<file path="src/rtl/mpx_pkg.sv">
package mpx_pkg;

   localparam int SHORT_W = 2;
   localparam int LONG_W  = 4;
   localparam int CNT_W   = LONG_W;

   typedef enum logic [2:0] {
      PH_IDLE,
      PH_ADDR,
      PH_AHOLD,
      PH_SETUP,
      PH_STROBE,
      PH_HOLD,
      PH_RECOV
   } mpx_phase_e;

   typedef struct packed {
      logic [LONG_W-1:0]  recov;
      logic [SHORT_W-1:0] hold;
      logic [LONG_W-1:0]  strobe;
      logic [SHORT_W-1:0] setup;
      logic [SHORT_W-1:0] addr;
   } mpx_timing_t;

   localparam int CFG_W = $bits(mpx_timing_t);

   function automatic mpx_phase_e next_phase(input mpx_phase_e ph);
      case (ph)
         PH_ADDR:   return PH_AHOLD;
         PH_AHOLD:  return PH_SETUP;
         PH_SETUP:  return PH_STROBE;
         PH_STROBE: return PH_HOLD;
         PH_HOLD:   return PH_RECOV;
         default:   return PH_IDLE;
      endcase
   endfunction

   function automatic logic [CNT_W-1:0] phase_load(input mpx_phase_e ph,
                                                   input mpx_timing_t tm);
      case (ph)
         PH_ADDR:   return CNT_W'(tm.addr);
         PH_SETUP:  return CNT_W'(tm.setup);
         PH_STROBE: return tm.strobe;
         PH_HOLD:   return CNT_W'(tm.hold);
         PH_RECOV:  return tm.recov;
         default:   return '0;
      endcase
   endfunction

endpackage

</file>
<file path="src/rtl/mpx_phase_seq.sv">
module mpx_phase_seq
   import mpx_pkg::*;
(
   input  logic        clk,
   input  logic        rst_n,
   input  logic        start,
   input  mpx_timing_t cfg_in,
   output mpx_phase_e  phase,
   output logic        phase_last
);

   mpx_timing_t      tm_q;
   logic [CNT_W-1:0] cnt_q;
   mpx_phase_e       ph_nxt;

   assign phase_last = (cnt_q == '0);
   assign ph_nxt     = next_phase(phase);

   always_ff @(posedge clk or negedge rst_n) begin
      if (!rst_n) begin
         phase <= PH_IDLE;
         cnt_q <= '0;
         tm_q  <= '0;
      end else if (phase == PH_IDLE) begin
         if (start) begin
            tm_q  <= cfg_in;
            phase <= PH_ADDR;
            cnt_q <= phase_load(PH_ADDR, cfg_in);
         end
      end else if (phase_last) begin
         phase <= ph_nxt;
         cnt_q <= phase_load(ph_nxt, tm_q);
      end else begin
         cnt_q <= cnt_q - 1'b1;
      end
   end

endmodule

</file>
<file path="src/rtl/mpx_pin_drive.sv">
module mpx_pin_drive
   import mpx_pkg::*;
#(
   parameter int AD_W  = 16,
   parameter int CS_N  = 4,
   parameter int CSI_W = 2
)(
   input  mpx_phase_e       phase,
   input  logic             lat_write,
   input  logic [AD_W-1:0]  lat_addr,
   input  logic [AD_W-1:0]  lat_wdata,
   input  logic [CSI_W-1:0] lat_cs,
   output logic             bus_ale,
   output logic [CS_N-1:0]  bus_cs_n,
   output logic             bus_rd_n,
   output logic             bus_wr_n,
   output logic [AD_W-1:0]  bus_ad_out,
   output logic             bus_ad_oe
);

   logic addr_on;
   logic data_on;
   logic cs_on;
   logic strobe_on;

   assign addr_on   = (phase == PH_ADDR) || (phase == PH_AHOLD);
   assign data_on   = (phase == PH_SETUP) || (phase == PH_STROBE) || (phase == PH_HOLD);
   assign cs_on     = (phase == PH_AHOLD) || data_on;
   assign strobe_on = (phase == PH_STROBE);

   assign bus_ale   = (phase == PH_ADDR);
   assign bus_rd_n  = !(strobe_on && !lat_write);
   assign bus_wr_n  = !(strobe_on && lat_write);
   assign bus_ad_oe = addr_on || (data_on && lat_write);

   always_comb begin
      if (addr_on)                    bus_ad_out = lat_addr;
      else if (data_on && lat_write)  bus_ad_out = lat_wdata;
      else                            bus_ad_out = '0;
   end

   for (genvar i = 0; i < CS_N; i++) begin : g_cs
      assign bus_cs_n[i] = !(cs_on && (lat_cs == CSI_W'(i)));
   end

endmodule

</file>
<file path="src/rtl/mpx_bus_master.sv">
module mpx_bus_master
   import mpx_pkg::*;
#(
   parameter int AD_W  = 16,
   parameter int CS_N  = 4,
   localparam int CSI_W = (CS_N > 1) ? $clog2(CS_N) : 1
)(
   input  logic             clk,
   input  logic             rst_n,
   input  logic             req_valid,
   output logic             req_ready,
   input  logic             req_write,
   input  logic [AD_W-1:0]  req_addr,
   input  logic [AD_W-1:0]  req_wdata,
   input  logic [CSI_W-1:0] req_cs,
   input  logic [CFG_W-1:0] cfg_timing,
   output logic             done,
   output logic [AD_W-1:0]  rd_data,
   output logic             bus_ale,
   output logic [CS_N-1:0]  bus_cs_n,
   output logic             bus_rd_n,
   output logic             bus_wr_n,
   output logic [AD_W-1:0]  bus_ad_out,
   output logic             bus_ad_oe,
   input  logic [AD_W-1:0]  bus_ad_in
);

   if (AD_W < 1) begin : g_bad_width
      $error("mpx_bus_master: AD_W must be at least 1");
   end
   if (CS_N < 1) begin : g_bad_cs
      $error("mpx_bus_master: CS_N must be at least 1");
   end

   mpx_phase_e       phase;
   logic             phase_last;
   logic             accept;
   logic             lat_write;
   logic [AD_W-1:0]  lat_addr;
   logic [AD_W-1:0]  lat_wdata;
   logic [CSI_W-1:0] lat_cs;

   assign req_ready = (phase == PH_IDLE);
   assign accept    = req_valid && req_ready;

   mpx_phase_seq u_seq (
      .clk        (clk),
      .rst_n      (rst_n),
      .start      (accept),
      .cfg_in     (mpx_timing_t'(cfg_timing)),
      .phase      (phase),
      .phase_last (phase_last)
   );

   always_ff @(posedge clk or negedge rst_n) begin
      if (!rst_n) begin
         lat_write <= 1'b0;
         lat_addr  <= '0;
         lat_wdata <= '0;
         lat_cs    <= '0;
      end else if (accept) begin
         lat_write <= req_write;
         lat_addr  <= req_addr;
         lat_wdata <= req_wdata;
         lat_cs    <= req_cs;
      end
   end

   always_ff @(posedge clk or negedge rst_n) begin
      if (!rst_n) begin
         rd_data <= '0;
         done    <= 1'b0;
      end else begin
         done <= (phase == PH_HOLD) && phase_last;
         if ((phase == PH_STROBE) && phase_last && !lat_write)
            rd_data <= bus_ad_in;
      end
   end

   mpx_pin_drive #(
      .AD_W  (AD_W),
      .CS_N  (CS_N),
      .CSI_W (CSI_W)
   ) u_pins (
      .phase      (phase),
      .lat_write  (lat_write),
      .lat_addr   (lat_addr),
      .lat_wdata  (lat_wdata),
      .lat_cs     (lat_cs),
      .bus_ale    (bus_ale),
      .bus_cs_n   (bus_cs_n),
      .bus_rd_n   (bus_rd_n),
      .bus_wr_n   (bus_wr_n),
      .bus_ad_out (bus_ad_out),
      .bus_ad_oe  (bus_ad_oe)
   );

endmodule

</file>
<file path="config.mk">
export PLATFORM = sky130hd
export DESIGN_NAME = mpx_bus_master
export DESIGN_NICKNAME = d
export VERILOG_FILES = /design/src/rtl/mpx_pkg.sv /design/src/rtl/mpx_phase_seq.sv /design/src/rtl/mpx_pin_drive.sv /design/src/rtl/mpx_bus_master.sv
export SDC_FILE = /design/constraint.sdc
export NUM_CORES = 1
export LEC_CHECK = 0
export CAP_MARGIN = 10
export CORE_ASPECT_RATIO = 1.75
export CORE_MARGIN = 10
export CORE_UTILIZATION = 40
export DETAILED_ROUTE_END_ITERATION = 12
export DONT_BUFFER_PORTS = 1
export GPL_ROUTABILITY_DRIVEN = 0
export PLACE_DENSITY = 0.6
export RECOVER_POWER = 25
export SLEW_MARGIN = 20
export SYNTH_ARGS = -nofsm -noshare
export SYNTH_HDL_FRONTEND = slang
export SYNTH_SLANG_ARGS = --single-unit
</file>
<file path="constraint.sdc">
create_clock -name clk -period 5.45 [get_ports clk]
set_clock_uncertainty 0.15 [all_clocks]
set_input_delay 0.8175 -clock clk [delete_from_list [all_inputs] [get_ports clk]]
set_output_delay 0.8175 -clock clk [all_outputs]
set_load 0.01 [all_outputs]
</file>
=== Word-level counts from Yosys, hierarchy flattened ===
Index checks and enable logic that the tools add are counted.

* Word-level logic and storage cells: 67
* Flip-flop bits (word level): 73
* Input bits: 68

* $add $sub $neg: 1
* Equality and inequality tests: 14
* Muxes and demuxes: 10
* Reductions and logical operators: 29

{| class="wikitable"
|+ Operator list
! operator !! number
|-
| 16-bit 2-to-1 mux || 2
|-
| 4-bit case mux with 5 select lines || 1
|-
| 3-bit == test (second input constant) || 5
|-
| 3-bit case mux with 5 select lines || 1
|-
| 4-bit 2-to-1 mux || 3
|-
| 1-bit logical AND || 11
|-
| 3-bit by 2-bit == test with 1-bit output (second input constant) || 3
|-
| 3-bit 2-to-1 mux || 3
|-
| 1-bit logical NOT || 7
|-
| 3-bit by 1-bit == test with 1-bit output (second input constant) || 2
|-
| 1-bit logical OR || 5
|-
| 2-bit == test (second input constant) || 2
|-
| 4-bit logical NOT || 1
|-
| 2-bit AND reduction || 2
|-
| 4-bit by 1-bit subtractor with 4-bit output (second input constant) || 1
|-
| 3-bit logical NOT || 1
|-
| 2-bit by 1-bit == test with 1-bit output (second input constant) || 1
|-
| 2-bit logical NOT || 1
|-
| 2-bit by 1-bit inequality test with 1-bit output (second input constant) || 1
|-
| 2-bit nonzero test || 1
|}

=== Logic depth before layout (Yosys ltp) ===
* Word-level depth: 6
* Depth in mapped cells: 6

=== Modules after synthesis ===
From an unflattened synthesis, not the netlist that was laid out.

* Cell total of the unflattened synthesis: 238
* Area, all modules: 3314.4 µm²

{| class="wikitable"
|+ Modules (own cells, without submodules)
! module !! instances !! area an instance (µm²) !! cells each
|-
| mpx_bus_master || 1 || 1998.2 || 113
|-
| mpx_phase_seq || 1 || 1012.2 || 86
|-
| mpx_pin_drive || 1 || 304.0 || 39
|}

=== Worst setup path after synthesis ===
OpenSTA, ideal clock, no wires.

* Path kind: reg2out
* Start: reg u_seq.phase[1]
* End: out bus_ad_out[10]
* Stages on the path, launching flop included: 6
* Path slack: 3.032 ns
* Data arrival time: 1.450 ns
* Data required time: 4.483 ns
* Cell sequence: dfrtp_1 > buf_4 > xnor2_2 > clkbuf_1 > o21ai_0 > a211oi_1

* Longest elaborated chain between the ends: 6

{| class="wikitable"
|+ Ends and longest elaborated chain
! item !! line !! RTL
|-
| from (decl) || mpx_phase_seq.sv:8 || <nowiki>output mpx_phase_e phase,</nowiki>
|-
| from (signal assigned) || mpx_phase_seq.sv:31 || <nowiki>phase <= ph_nxt;</nowiki>
|-
| 3-bit by 2-bit == test with 1-bit output or 3-bit == test (tied branches) || mpx_pin_drive.sv:27 || <nowiki>assign data_on = (phase == PH_SETUP) || (phase == PH_STROBE) || (phase == PH_HOLD);</nowiki>
|-
| 1-bit logical OR (2 in a row) || mpx_pin_drive.sv:27 ||
|-
| 1-bit logical AND || mpx_pin_drive.sv:38 || <nowiki>else if (data_on && lat_write) bus_ad_out = lat_wdata;</nowiki>
|-
| 16-bit 2-to-1 mux || mpx_pin_drive.sv:38 ||
|-
| 16-bit 2-to-1 mux * || mpx_pin_drive.sv:37 || <nowiki>if (addr_on) bus_ad_out = lat_addr;</nowiki>
|-
| to (decl) || mpx_bus_master.sv:23 || <nowiki>output logic [AD_W-1:0] bus_ad_out,</nowiki>
|}

Mark *: on every way between the ends. The rest lies on a longest branch, timed or not.

=== Worst setup path after layout ===
* Start: reg u_seq.phase[2]
* End: out bus_ad_out[11]

The elaborated chain is that of the path after synthesis.

==> results_dict.tcl <==
set metrics [dict create \
    outcome "finished clean" \
    period_share 0.677 \
    post-synth-top-area-cell "dfrtp_1" \
    cp_max_fo 30 \
    r2r.worst_path.cells 3 \
    core_mm2 0.00837 \
    p_per_area_mw_per_mm2 680 \
    synthArstFlopShare 1.00 \
    maxCapViolations 0 \
    synth_most_common_cell "dfrtp_1" \
    synthTopCellsByCount "dfrtp_1, mux2_2, nand3_1, o21ai_0, a211oi_1" \
    synth_edf_count 0 \
    tns_ns 0 \
    die_x_um 90.4 \
    grt_pass1_vias 2356 \
    final_cell_count_no_fill 384 \
    boundaryPins 110 \
    postSynthCellCount 272 \
    fmax_ghz 0.271 \
    p_leak_nw 1.57 \
    portBuffers 0 \
    drv_slew 0 \
    htree_levels 3 \
    slew_headroom 0.341 \
    gr-total-overflow 0 \
    die_area_mm2 0.0129 \
    via_count 2134 \
    crit_path_start_kind "flop" \
    synth_top_family_by_area "multiplexers" \
    crit_type "flop to output pin" \
    yosysWarnings 0 \
    area_growth_pct 8.73 \
    synth_fa_ha_area_frac 0.00361 \
    drt_wl_total_um 8740 \
    drt-pass1-iter-count 4 \
    required_ns 4.48 \
    cp.arrival_ns 2.72 \
    synth.area.top_cells "dfrtp_1, mux2_2, mux2_4, a211oi_1, nand3_1" \
    numCtsBuffers 9 \
    synth_nets 341 \
    synth_compound_area_frac 0.0949 \
    grt_pass1_wl_um 13300 \
    via_per_inst 5.56 \
    synth.cell_area_mm2 0.00347 \
    initial_core_util 0.414 \
    grt.total_usage 0.134 \
    worst_setup_path_end_kind "output pin" \
    yosysTopAreaCellShare 0.512 \
    rows 44 \
    avgSynthCellArea_um2 12.7 \
    synth_mux_area_frac 0.236 \
    cts_max_path_buffers 2 \
    dp_hpwl_um 6510 \
    grt_max_degree 72 \
    placed_area_mm2 0.00349 \
    path_clk_slew_ns 0.06 \
    ys_seq_area_frac 0.512 \
    routedWlPerCell_um 22.7 \
    vdd_drop_max_mv 0.352 \
    dpl.cell_count 369 \
    synth_cell_types 45 \
    ys_ff_latch 71 \
    min_path_type "primary input to asynchronous set/reset pin" \
    final_hold_viol_count 0 \
    fin_util 0.451 \
    first_iter_violations 125 \
    drive_gt1_frac 0.331 \
    tightest_slew_ns 0.984 \
    antenna_cells 0 \
    ctsHoldBuffers 0 \
    cts_resized 0 \
    cts_sinks 71 \
    period_minus_slack_ns 3.69 \
    root_buffer "clkbuf_16" \
    final_area_mm2 0.00377 \
    synth_simple_gate_area_share 0.0949 \
    synth_ff_type "dfrtp_1" \
    report.final.setup_viol 0 \
    setup_slack_ns 1.76 \
    route.detailed.drc 0 \
    postCtsSetupBuffers 0 \
    chipHeight_um 143 \
    grt_setup_unrepaired "false" \
    nNetsFinal 334 \
    insertion_delay_ns 0.33 \
    antenna_found_initial 0 \
    final_antenna_net_count 0 \
    synth_xor_area_frac 0.0119 \
    pre_cts_ws_ns 2.05 \
    cts_tree "done" \
]
power breakdown:
part / internal [mW] / leakage, nW / switching (mW)
Combinational: 0.442 / 0.587 / 0.511
Clock: 0.341 / 0.140 / 0.211
Sequential: 0.795 / 0.843 / 0.263
Total: 1.58 / 1.57 / 0.985
kinds of logic after synthesis:
logic type,Yosys count
buffers and inverters,25
and+or+nand+nor,52
DFF,71
xor gates and xnor gates,3
AOI/OAI and AO/OA,50
adders and majority gates,1
muxes,70
registers in the layout, summed over array words and instances (netlist names):
signal / count
lat_wdata: 16
u_seq.tm_q: 12
lat_write: 1
rd_data: 16
lat_cs: 2
u_seq.cnt_q: 4
lat_addr: 16
u_seq.phase: 3
done: 1
area by class of cell:
cell class                      count  area [µm²]
Inverter                            5        18.8
Timing Repair Buffer                2        15.0
Sequential cell                    71        1780
Multi-Input combinational cell    176        1530
Clock buffer                       12         267
Tap cell                          115         144
Clock inverter                      3        17.5
Fill cell                         807        4600
layout by cell type (no fill, tap or decap), drive strengths merged:
master,count
nand4bb,1
o21ba,1
nand3b,1
nor3b,1
xor2,2
a31oi,1
a41oi,1
or3b,1
nand2,6
dfrtp,71
a211o,1
mux2,63
o221ai,2
nand3,19
o21ai,18
inv,5
nor3,2
and3b,1
nand4,1
nor4b,1
o22ai,1
a211oi,16
nor2,7
xnor2,1
o2bb2ai,1
ha,1
nand2b,6
a21oi,6
clkinvlp,1
buf,2
o31ai,1
clkinv,2
o31a,1
clkbuf,12
or3,1
mux2i,7
nor2b,2
nor4,1
and4b,1
critical path: stages, from the launching register on:
cell and delay, ns:
dfrtp_1 0.92, inv_2 0.34, a31oi_2 0.89, a211oi_1 0.23
path summary, 6_finish.rpt:
path,startpoint,to,slack (ns)
min in group clk,lat_wdata[7]$_DFFE_PN0P_,lat_wdata[7]$_DFFE_PN0P_,0.35
setup / recovery,u_seq.phase[2]$_DFFE_PN0P_,bus_ad_out[11],1.76
setup reg to reg,u_seq.phase[2]$_DFFE_PN0P_,rd_data[15]$_DFFE_PN0P_,2.44
max in group asynchronous,rst_n,lat_wdata[11]$_DFFE_PN0P_,4.97
hold / removal,rst_n,rd_data[1]$_DFFE_PN0P_,0.03
hold reg to reg,lat_wdata[7]$_DFFE_PN0P_,lat_wdata[7]$_DFFE_PN0P_,0.35
metal layers:
| metal | track usage | wire length [µm] | up-vias |
|---|---|---|---|
| li1 | - | - | 981 |
| met1 | 0.130 | 3070 | 1064 |
| met2 | 0.237 | 4770 | 72 |
| met3 | 0.0467 | 636 | 17 |
| met4 | 0.0901 | 253 | 0 |
| met5 | 0 | 0 | - |
stage by stage:
| step | power, mW | hold WS (ns) |
|---|---|---|
| final | 2.56 | 0.0276 |
| after global routing | 2.74 | 0.0129 |
| after CTS | 2.60 | 0.0126 |
| after detailed placement | 2.04 | 0.336 |
| after global placement | 2.02 | 0.329 |
| after floorplan | 1.83 | 0.300 |
Power figures use the tool's default switching activity.
